$ cat config.mk
export PLATFORM = sky130hd
export DESIGN_NAME = sio_shifter
export DESIGN_NICKNAME = d
export VERILOG_FILES = /design/src/rtl/sio_pkg.sv /design/src/rtl/sio_clkgen.sv /design/src/rtl/sio_ctrl.sv /design/src/rtl/sio_shreg.sv /design/src/rtl/sio_shifter.sv
export SDC_FILE = /design/constraint.sdc
export NUM_CORES = 1
export LEC_CHECK = 0
export ABC_AREA = 1
export CAP_MARGIN = 30
export CORE_ASPECT_RATIO = 0.75
export CORE_MARGIN = 3
export CORE_UTILIZATION = 53
export CTS_CLUSTER_DIAMETER = 30
export CTS_CLUSTER_SIZE = 14
export DETAILED_ROUTE_END_ITERATION = 6
export GPL_ROUTABILITY_DRIVEN = 0
export PLACE_DENSITY = 0.79
export SETUP_SLACK_MARGIN = 0.2
export SYNTH_ARGS = -nofsm -noshare
export SYNTH_HDL_FRONTEND = slang
export SYNTH_SLANG_ARGS = --single-unit
export TNS_END_PERCENT = 1
$ cat constraint.sdc
create_clock -name clk_i -period 1.8 [get_ports clk_i]
set_input_delay 0.36 -clock clk_i [delete_from_list [all_inputs] [get_ports clk_i]]
set_output_delay 0.36 -clock clk_i [all_outputs]
set_load 0.05 [all_outputs]
$ cat src/rtl/sio_pkg.sv
package sio_pkg;

   // source of the serial clock
   typedef enum logic {
      SRC_INT = 1'b0,
      SRC_EXT = 1'b1
   } clk_src_e;

   // order of bits on the line
   typedef enum logic {
      ORD_LSB = 1'b0,
      ORD_MSB = 1'b1
   } bit_order_e;

   // width of a counter able to hold 0..n-1 (at least one bit)
   function automatic int unsigned cnt_width(input int unsigned n);
      return (n > 1) ? $clog2(n) : 1;
   endfunction

endpackage

$ cat src/rtl/sio_clkgen.sv
module sio_clkgen #(
   parameter int unsigned HALF_DIV    = 2,
   parameter int unsigned SYNC_STAGES = 2
) (
   input  logic clk_i,
   input  logic rst_ni,
   input  logic run_i,
   input  logic ext_mode_i,
   input  logic clk_inv_i,
   input  logic sclk_i,
   output logic lead_o,
   output logic trail_o,
   output logic phase_o
);
   import sio_pkg::*;

   localparam int unsigned DIV_W = cnt_width(HALF_DIV);

   logic int_tick;
   logic phase_q;

   // internal divider: one tick per half period
   generate
      if (HALF_DIV == 1) begin : g_nodiv
         assign int_tick = run_i && (ext_mode_i == SRC_INT);
      end else begin : g_div
         logic [DIV_W-1:0] div_q;
         assign int_tick = run_i && (ext_mode_i == SRC_INT)
                           && (div_q == DIV_W'(HALF_DIV - 1));
         always_ff @(posedge clk_i or negedge rst_ni) begin
            if (!rst_ni)               div_q <= '0;
            else if (!run_i || int_tick) div_q <= '0;
            else                       div_q <= div_q + 1'b1;
         end
      end
   endgenerate

   always_ff @(posedge clk_i or negedge rst_ni) begin
      if (!rst_ni)       phase_q <= 1'b0;
      else if (!run_i)   phase_q <= 1'b0;
      else if (int_tick) phase_q <= ~phase_q;
   end

   // external clock: synchronizer chain plus one flop for edge detection
   logic [SYNC_STAGES-1:0] sync_q;
   logic                   prev_q;
   logic                   ext_edge, ext_phase;

   generate
      if (SYNC_STAGES == 1) begin : g_sync1
         always_ff @(posedge clk_i or negedge rst_ni) begin
            if (!rst_ni) sync_q <= '0;
            else         sync_q <= sclk_i;
         end
      end else begin : g_syncn
         always_ff @(posedge clk_i or negedge rst_ni) begin
            if (!rst_ni) sync_q <= '0;
            else         sync_q <= {sync_q[SYNC_STAGES-2:0], sclk_i};
         end
      end
   endgenerate

   always_ff @(posedge clk_i or negedge rst_ni) begin
      if (!rst_ni) prev_q <= 1'b0;
      else         prev_q <= sync_q[SYNC_STAGES-1];
   end

   assign ext_edge  = sync_q[SYNC_STAGES-1] ^ prev_q;
   assign ext_phase = sync_q[SYNC_STAGES-1] ^ clk_inv_i;

   always_comb begin
      if (ext_mode_i == SRC_EXT) begin
         lead_o  = run_i && ext_edge && ext_phase;
         trail_o = run_i && ext_edge && !ext_phase;
      end else begin
         lead_o  = int_tick && !phase_q;
         trail_o = int_tick && phase_q;
      end
   end

   assign phase_o = phase_q && (ext_mode_i == SRC_INT);


   lead_trail_excl_chk: assert property (@(posedge clk_i) disable iff (!rst_ni)
      $onehot0({lead_o, trail_o}));


   idle_no_event_chk: assert property (@(posedge clk_i) disable iff (!rst_ni)
      !run_i |-> !(lead_o || trail_o));

endmodule

$ cat src/rtl/sio_ctrl.sv
module sio_ctrl #(
   parameter int unsigned WORD_W = 8
) (
   input  logic clk_i,
   input  logic rst_ni,
   input  logic start_i,
   input  logic clr_done_i,
   input  logic trail_i,
   output logic busy_o,
   output logic done_o
);
   import sio_pkg::*;

   localparam int unsigned CNT_W = cnt_width(WORD_W);

   logic [CNT_W-1:0] cnt_q;
   logic             busy_q, done_q;
   logic             last_bit;

   assign last_bit = busy_q && trail_i && (cnt_q == CNT_W'(WORD_W - 1));

   always_ff @(posedge clk_i or negedge rst_ni) begin
      if (!rst_ni) begin
         busy_q <= 1'b0;
         done_q <= 1'b0;
         cnt_q  <= '0;
      end else if (!busy_q && start_i) begin
         busy_q <= 1'b1;
         done_q <= 1'b0;
         cnt_q  <= '0;
      end else begin
         if (busy_q && trail_i) begin
            cnt_q <= cnt_q + 1'b1;
            if (last_bit) busy_q <= 1'b0;
         end
         if (last_bit)        done_q <= 1'b1;
         else if (clr_done_i) done_q <= 1'b0;
      end
   end

   assign busy_o = busy_q;
   assign done_o = done_q;


   done_at_end_chk: assert property (@(posedge clk_i) disable iff (!rst_ni)
      $rose(done_q) |-> $fell(busy_q));


   cnt_range_chk: assert property (@(posedge clk_i) disable iff (!rst_ni)
      cnt_q <= CNT_W'(WORD_W - 1));

endmodule

$ cat src/rtl/sio_shreg.sv
module sio_shreg #(
   parameter int unsigned WORD_W = 8,
   parameter int unsigned NIB_W  = 4,
   parameter int unsigned ADDR_W = 1
) (
   input  logic              clk_i,
   input  logic              rst_ni,
   input  logic              busy_i,
   input  logic              lead_i,
   input  logic              trail_i,
   input  logic              msb_first_i,
   input  logic              sin_i,
   input  logic [ADDR_W-1:0] addr_i,
   input  logic              wr_en_i,
   input  logic [NIB_W-1:0]  wdata_i,
   output logic [NIB_W-1:0]  rdata_o,
   output logic              sout_o
);
   import sio_pkg::*;

   localparam int unsigned NIB_CNT = WORD_W / NIB_W;

   logic [WORD_W-1:0] sh_q, sh_wr;
   logic              sout_q, top_bit;

   // host nibble writes, blocked during a transfer
   always_comb begin
      sh_wr = sh_q;
      for (int i = 0; i < NIB_CNT; i++) begin
         if (wr_en_i && !busy_i && (addr_i == ADDR_W'(i)))
            sh_wr[i*NIB_W +: NIB_W] = wdata_i;
      end
   end

   assign top_bit = (msb_first_i == ORD_MSB) ? sh_q[WORD_W-1] : sh_q[0];

   always_ff @(posedge clk_i or negedge rst_ni) begin
      if (!rst_ni) begin
         sh_q <= '0;
      end else if (trail_i) begin
         if (msb_first_i == ORD_MSB) sh_q <= {sh_q[WORD_W-2:0], sin_i};
         else                        sh_q <= {sin_i, sh_q[WORD_W-1:1]};
      end else begin
         sh_q <= sh_wr;
      end
   end

   always_ff @(posedge clk_i or negedge rst_ni) begin
      if (!rst_ni)     sout_q <= 1'b0;
      else if (lead_i) sout_q <= top_bit;
   end

   assign rdata_o = sh_q[addr_i*NIB_W +: NIB_W];
   assign sout_o  = sout_q;


   busy_hold_chk: assert property (@(posedge clk_i) disable iff (!rst_ni)
      (busy_i && !trail_i) |=> $stable(sh_q));


   sout_lead_only_chk: assert property (@(posedge clk_i) disable iff (!rst_ni)
      !lead_i |=> $stable(sout_q));

endmodule

$ cat src/rtl/sio_shifter.sv
module sio_shifter #(
   parameter int unsigned WORD_W      = 8,
   parameter int unsigned NIB_W       = 4,
   parameter int unsigned HALF_DIV    = 2,
   parameter int unsigned SYNC_STAGES = 2,
   localparam int unsigned ADDR_W     = sio_pkg::cnt_width(WORD_W / NIB_W)
) (
   input  logic              clk_i,
   input  logic              rst_ni,
   input  logic              ext_mode_i,
   input  logic              msb_first_i,
   input  logic              clk_inv_i,
   input  logic [ADDR_W-1:0] addr_i,
   input  logic              wr_en_i,
   input  logic [NIB_W-1:0]  wdata_i,
   output logic [NIB_W-1:0]  rdata_o,
   input  logic              start_i,
   input  logic              clr_done_i,
   output logic              busy_o,
   output logic              done_o,
   input  logic              sin_i,
   output logic              sout_o,
   input  logic              sclk_i,
   output logic              sclk_o,
   output logic              sclk_oe_o
);
   import sio_pkg::*;

   generate
      if (WORD_W % NIB_W != 0) begin : g_bad_nib
         $error("WORD_W must be a multiple of NIB_W");
      end
      if (WORD_W < 2) begin : g_bad_word
         $error("WORD_W must be at least 2");
      end
      if (HALF_DIV < 1) begin : g_bad_div
         $error("HALF_DIV must be at least 1");
      end
      if (SYNC_STAGES < 2) begin : g_bad_sync
         $error("SYNC_STAGES must be at least 2");
      end
   endgenerate

   logic lead, trail, phase, busy;

   sio_clkgen #(
      .HALF_DIV    (HALF_DIV),
      .SYNC_STAGES (SYNC_STAGES)
   ) u_clkgen (
      .clk_i      (clk_i),
      .rst_ni     (rst_ni),
      .run_i      (busy),
      .ext_mode_i (ext_mode_i),
      .clk_inv_i  (clk_inv_i),
      .sclk_i     (sclk_i),
      .lead_o     (lead),
      .trail_o    (trail),
      .phase_o    (phase)
   );

   sio_ctrl #(
      .WORD_W (WORD_W)
   ) u_ctrl (
      .clk_i      (clk_i),
      .rst_ni     (rst_ni),
      .start_i    (start_i),
      .clr_done_i (clr_done_i),
      .trail_i    (trail),
      .busy_o     (busy),
      .done_o     (done_o)
   );

   sio_shreg #(
      .WORD_W (WORD_W),
      .NIB_W  (NIB_W),
      .ADDR_W (ADDR_W)
   ) u_shreg (
      .clk_i       (clk_i),
      .rst_ni      (rst_ni),
      .busy_i      (busy),
      .lead_i      (lead),
      .trail_i     (trail),
      .msb_first_i (msb_first_i),
      .sin_i       (sin_i),
      .addr_i      (addr_i),
      .wr_en_i     (wr_en_i),
      .wdata_i     (wdata_i),
      .rdata_o     (rdata_o),
      .sout_o      (sout_o)
   );

   assign busy_o    = busy;
   assign sclk_o    = phase ^ clk_inv_i;
   assign sclk_oe_o = (ext_mode_i == SRC_INT);


   idle_level_chk: assert property (@(posedge clk_i) disable iff (!rst_ni)
      !busy |-> (sclk_o == clk_inv_i));

endmodule

==> results by group, run 1 <==
GRT
  • First-pass GRT wire length: between 4000 and 5000 um
  • Largest net degree at the start of global routing: 20
  • GRT overflow: 0
  • Initial antenna violation count: 0
  • GRT Total Usage: between 20 and 25%
  • Vias in the first global route: a little under 1000

Routing
  • Routed length per instance: about 13 um
  • DRC: 0
  • DRT Wirelength: approximately 2600 um
  • Vias per cell: roughly 5.4
  • 1st-iter DRT viols: 66
  • Antenna viol nets, final: 0
  • DR vias: roughly 1100
  • DRT Pass-1 Iters: 5

Logic synthesis
  • Avg Synthesized Cell Area: approximately 7.6 sq um
  • Post-synth net total: around 160
  • Synth Register Bits: 19
  • Mapped Cells: between 100 and 150
  • Yosys cell types: 21
  • Area contributors post-synth: dfrtp_1 43%, nand2_1 19%, nand3_1 6.3%
  • Cell taking the most area after synthesis: dfrtp_1
  • Share of the yosys chip area belonging to registers: 42.8%
  • Post-synth top area share: around 43%
  • Synth warn: 0
  • Mapped cell area: around 0.0011 sq mm

Clocking
  • Worst-Skew Late Latency: ~290 ps
  • CTS tree: done
  • Clk root buf: clkbuf_4
  • Clock sinks: 19
  • Num CTS Buffers: 3
  • CTS Hold Bufs: 0
  • Longest Clk Path Bufs: 2
  • Htree depth: 1
  • Clk slew on worst S/H paths: ~100 ps

STA
  • Worst slew pin tran: between 300 and 400 ps
  • Setup TNS: 0 ps
  • Fin. max-slew vios: 0
  • Min Tclk post-route: between 1500 and 2000 ps
  • Fin crit share: a little under nine tenths
  • RSZ-0062 raised after global routing: yes
  • Hold Fails Final Rpt: 0
  • FMAX: 0.650 GHz
  • Setup ws final: approximately 260 ps
  • Slew headroom: about three quarters
  • Final setup viols: 0
  • Final setup skew: 2.02 ps

Layout
  • Multi-input logic area: between 500 and 600 sq um
  • Final net count: roughly 200
  • Number of fill cells: around 120
  • Max reg flops: 8
  • Biggest regs: u_shreg.sh_q: 8 flops, u_ctrl.cnt_q: 3 flops, u_clkgen.sync_q: 2 flops
  • Share of cells above drive strength 1: 21.5%
  • Area Growth Syn to Fin: 36.0%
  • Register Area: roughly 480 sq um
  • Biggest register: u_shreg.sh_q
  • Diode count: 0
  • Util after Layout: about 82%
  • Post-layout instance area: around 0.0015 sq mm
  • Post-route insts no fill: around 200

Worst setup path
  • Crit path buffers/inverters: 1
  • Critical path origin: u_clkgen.phase_q
  • Crit. path cell count: 3
  • Critical path capture point: sclk_o
  • Worst reg2reg setup slack: 390 ps
  • Worst reg2reg endpoint: u_shreg.sh_q[5]
  • Crit Reg-Reg Startpoint: u_clkgen.sync_q[1]
  • Crit-path max FO: 4
  • Critical path data required time: 1440 ps
  • Critical path class: flip-flop to output port
  • CP Launch Type: flip-flop
  • CP delay by family, top: flip-flops
  • Worst r2r path cells: 8
  • Critical path cell sequence: nand2_4 -> xor2_4 -> buf_12
  • Slowest CP cell: dfrtp_1
  • CP peak stage delay: roughly 460 ps
  • Worst setup EP type: output port
  • CP arrival: around 1200 ps

Die
  • Die area: between 0.002 and 0.003 sq mm
  • Core box area: between 0.0015 and 0.002 sq mm
  • FP Rows: 13
  • Overall die width: between 50 and 60 um
  • Die Y: between 40 and 50 um
  • # IOs: 24
  • Initial Util: roughly three fifths

Placed design
  • Post-Place Cells: between 150 and 200
  • Placement Setup Slack: 1.83 ps
  • PortBufs: 23
  • DPL Wire Length: approximately 2000 um
  • Placed cell areas: 0.00145 sq mm

Status
  • Status: finished, final reports clean

Hold path
  • Worst hold stages: 0
  • HP Class: flip-flop to flip-flop

Pwr
  • PD cells: roughly 1400 mW/mm^2
  • Static leakage: 0.000797 uW
  • Max IR drop VDD: 1.10 mV

Flow run
  • Maximum capacitance violations: 0
-- metal layers --
layer | up-vias | wire length, um | part of all wire, % | track usage, %
li1 | 523 | - | - | -
met1 | 507 | 1100 | 43 | 28.9
met2 | 42 | 1240 | 48 | 36.8
met3 | 4 | 216 | 8.4 | 7.08
met4 | 0 | 16 | 0.62 | 5.88
met5 | - | 0 | 0 | 0
-- cells in the final DEF, fill, tap and decap left out --
master           instances
mux2_2                   3
o21ai_1                  5
buf_4                   12
nor2_4                   3
nand2_4                  4
o31ai_1                  1
nand2_1                 56
nand3b_1                 1
clkbuf_4                 3
inv_2                    2
a22oi_1                  1
xor2_4                   1
o21ai_0                  5
dfrtp_1                 19
dlymetal6s2s_1           2
ha_1                     2
inv_1                   11
a21oi_1                  3
buf_12                   6
nor2_1                   7
nand2_2                  3
clkdlybuf4s50_1         11
nand3_1                 14
clkinv_2                 1
dlygate4sd2_1            1
-- per-stage QoR --
stage,power (uW),hold WS [ps]
after floorplan,1450,64.4
after global placement,1850,333
after detailed placement,1900,342
after CTS,2110,371
after global routing,2300,379
final,2120,359
-- worst min path at each step --
stage,from,end,slack (ps)
4_1_cts,u_clkgen.sync_q[0],u_clkgen.sync_q[1],370
6_report,u_clkgen.sync_q[0],u_clkgen.sync_q[1],360
5_1_grt,u_clkgen.sync_q[0],u_clkgen.sync_q[1],380
3_5_place_dp,u_clkgen.sync_q[0],u_clkgen.sync_q[1],340
3_3_place_gp,u_clkgen.sync_q[0],u_clkgen.sync_q[1],330
2_1_floorplan,rst_ni,u_clkgen.g_div.div_q,60
-- what timing repair did --
action | in CTS | in global routing
resized for setup | 1 | 5
pin swaps | 0 | 1
setup buffers | 0 | 1
setup endpoints to repair | 5 | 2
-- report_power, final --
part	leakage (uW)	switching (uW)	total (uW)	internal (uW)
Clock	0.0000177	126	209	82.8
Sequential	0.000229	146	735	588
Combinational	0.000549	680	1180	501
-- logic make-up (layout without fill, tap and decap cells) --
| kind of cell | Yosys count | count (layout) | synth area share, % |
|---|---|---|---|
| simple gates | 88 | 88 | 36.4 |
| flops | 19 | 19 | 42.8 |
| buf+inv | 18 | 49 | 7.55 |
| compound gates | 15 | 15 | 7.21 |
| mux | 3 | 3 | 3.04 |
| fa+ha+maj | 2 | 2 | 2.25 |
| xor+xnor | 1 | 1 | 0.788 |
-- synthesized netlist by cell type, drive strengths merged --
master and n:
a21oi 3, a22oi 1, buf 3, clkbuf 2
dfrtp 19, ha 2, inv 13, mux2 3
nand2 63, nand3 14, nand3b 1, nor2 10
o21ai 10, o31ai 1, xor2 1
-- layout make-up --
class	count	share of cell area (%)
Multi-Input combinational cell	109	38.2
Sequential cell	19	31.5
Timing Repair Buffer	32	23.4
Inverter	13	3.23
Tap cell	22	1.82
Clock buffer	3	1.49
Clock inverter	1	0.331
(Power assumes the default switching activity.)
==> run 2, diff against run 1 <==
Settings changed: ABC_CLOCK_PERIOD_IN_PS set to 1800, CELL_PAD_IN_SITES_DETAIL_PLACEMENT set to 1, CELL_PAD_IN_SITES_GLOBAL_PLACEMENT set to 1, CORE_UTILIZATION 53 to 38, PLACE_DENSITY 0.79 to 0.78.
==> run 2 against run 1 <==
  * Sequential share of layout area down 1.5 points
  * Final cell count is 9.5% higher
  * Sequential power is 2% higher
  * Core utilization is 23 points lower
  * Critical path type is now input port to output port
  * Die area up 35%
  * Worst hold slack lost 4.9 ps
==> results by group, run 2 (same netlist as run 1, synthesis figures left out) <==
Die
  • FP Rows: 16
  • Overall die width: ~68 um
  • Initial Util: around 40%
  • # IOs: 24
  • Core box area: approximately 0.0027 sq mm
  • Die Y: approximately 53 um
  • Die area: approximately 0.0036 sq mm

Worst setup path
  • CP delay by family, top: buffers and inverters
  • Worst reg2reg endpoint: u_shreg.sh_q[5]
  • CP peak stage delay: between 300 and 400 ps
  • Worst r2r path cells: 9
  • Critical path capture point: rdata_o[2]
  • Crit path buffers/inverters: 2
  • CP Launch Type: input port
  • Critical path origin: addr_i
  • Critical path cell sequence: dlygate4sd2_1 -> nand2_1 -> o21ai_1 -> buf_12
  • Crit-path max FO: 9
  • Worst reg2reg setup slack: roughly 350 ps
  • Crit Reg-Reg Startpoint: u_ctrl.busy_o
  • Critical path data required time: 1440 ps
  • Worst setup EP type: output port
  • Critical path class: input port to output port
  • Slowest CP cell: dlygate4sd2_1
  • CP arrival: around 1200 ps
  • Crit. path cell count: 4

STA
  • FMAX: 0.649 GHz
  • Fin crit share: a little under nine tenths
  • Min Tclk post-route: 1540 ps
  • Slew headroom: about four fifths
  • Final setup viols: 0
  • RSZ-0062 raised after global routing: yes
  • Fin. max-slew vios: 0
  • Hold Fails Final Rpt: 0
  • Final setup skew: around 3.0 ps
  • Worst slew pin tran: ~330 ps
  • Setup ws final: around 260 ps

Hold path
  • HP Class: flip-flop to flip-flop

Routing
  • DR vias: 1078
  • Routed length per instance: ~16 um
  • Antenna viol nets, final: 0
  • DRT Pass-1 Iters: 4
  • DRC: 0
  • 1st-iter DRT viols: just over 40
  • Vias per cell: ~4.9
  • DRT Wirelength: roughly 3400 um

Layout
  • Final net count: 200
  • Number of fill cells: between 300 and 400
  • Util after Layout: between 50% and 60%
  • Commonest non-fill, non-tap cells in the layout: 56 x nand2_1, 19 x dfrtp_1, 17 x buf_4, 14 x nand3_1
  • Max reg flops: 8
  • Biggest regs: u_shreg.sh_q: 8 flops, u_ctrl.cnt_q: 3 flops, u_clkgen.sync_q: 2 flops
  • Area Growth Syn to Fin: 42.7%
  • Diode count: 0
  • Commonest non-fill, non-tap cell in the layout: nand2_1
  • Multi-input logic area: 578 sq um
  • Share of cells above drive strength 1: 23.6%
  • Register Area: roughly 480 sq um
  • Biggest register: u_shreg.sh_q

Status
  • Status: finished, final reports clean

Clocking
  • Clock sinks: 19
  • Longest Clk Path Bufs: 2
  • Num CTS Buffers: 3
  • CTS Hold Bufs: 0
  • Htree depth: 1
  • CTS tree: done
  • Clk root buf: clkbuf_8
  • Worst-Skew Late Latency: between 200 and 300 ps
  • Clk slew on worst S/H paths: around 70 ps

Placed design
  • DPL Wire Length: around 2600 um
  • PortBufs: 23
  • Placement Setup Slack: -27.5 ps

Pwr
  • Combinational share of power: between 50% and 60%
  • Switching pwr: ~1000 uW
  • Static leakage: 0.000828 uW
  • Max IR drop VDD: ~0.64 mV
  • Clock power frac: a little over an eighth
  • Cell Int Power: 1270 uW
  • PD cells: around 1500 mW/mm^2
  • Switching part of the total: a little under half
  • Tot Pwr: between 2000 and 2500 uW
  • Sequential share of power: approximately 32%

GRT
  • Initial antenna violation count: 0
  • GRT Total Usage: 21.8%
  • First-pass GRT wire length: approximately 5600 um
  • GRT overflow: 0
  • Vias in the first global route: 1171
  • Largest net degree at the start of global routing: 20

Flow run
  • Maximum capacitance violations: 0
run 2: power by group through the flow:
stage | combinational [uW] | sequential [uW] | clock [uW]
after global routing | 1360 | 775 | 349
final | 1250 | 749 | 313
after floorplan | 702 | 749 | 0
after CTS | 1240 | 742 | 312
after global placement | 1160 | 732 | 0
after detailed placement | 1230 | 748 | 0
run 2: timing repair:
action / in CTS / in global routing
setup endpoints to repair: 5 / 14
cloned: 0 / 0
pin swaps: 0 / 1
setup buffers: 0 / 2
gates resized for setup: 1 / 5
run 2: final cells by class:
class                           count  share of cell area (%)
Tap cell                           36                    2.84
Clock buffer                        3                    2.60
Inverter                           13                    3.08
Timing Repair Buffer               37                    24.7
Sequential cell                    19                    30.0
Clock inverter                      1                   0.316
Multi-Input combinational cell    109                    36.5
run 2: metrics by stage:
stage	instances	setup TNS [ps]	instance area, sq um	hold slack [ps]
CTS	216	0	1550	359
finish	218	0	1590	354
detailed placement	212	-162	1500	342
global placement	212	0	1500	336
global route	218	0	1590	382
floorplan	146	0	1120	64.4
run 2: worst min-delay path by stage:
stage,startpoint,end,slack (ps),cells after the start
floorplan,rst_ni,u_clkgen.g_div.div_q,60,0
global placement,u_clkgen.sync_q[0],u_clkgen.sync_q[1],340,0
detailed placement,u_clkgen.sync_q[0],u_clkgen.sync_q[1],340,0
CTS,u_clkgen.sync_q[0],u_clkgen.sync_q[1],360,0
global route,u_clkgen.sync_q[0],u_clkgen.sync_q[1],380,0
finish,u_clkgen.sync_q[0],u_clkgen.sync_q[1],350,0
run 2: per-layer routing:
layer	share of wire [%]	up-vias	track usage, %	wire, um
li1	-	532	-	-
met1	43	512	26.8	1470
met2	49	23	36.9	1690
met3	4.3	11	5.15	146
met4	3.1	0	7.26	107
met5	0	-	0	0
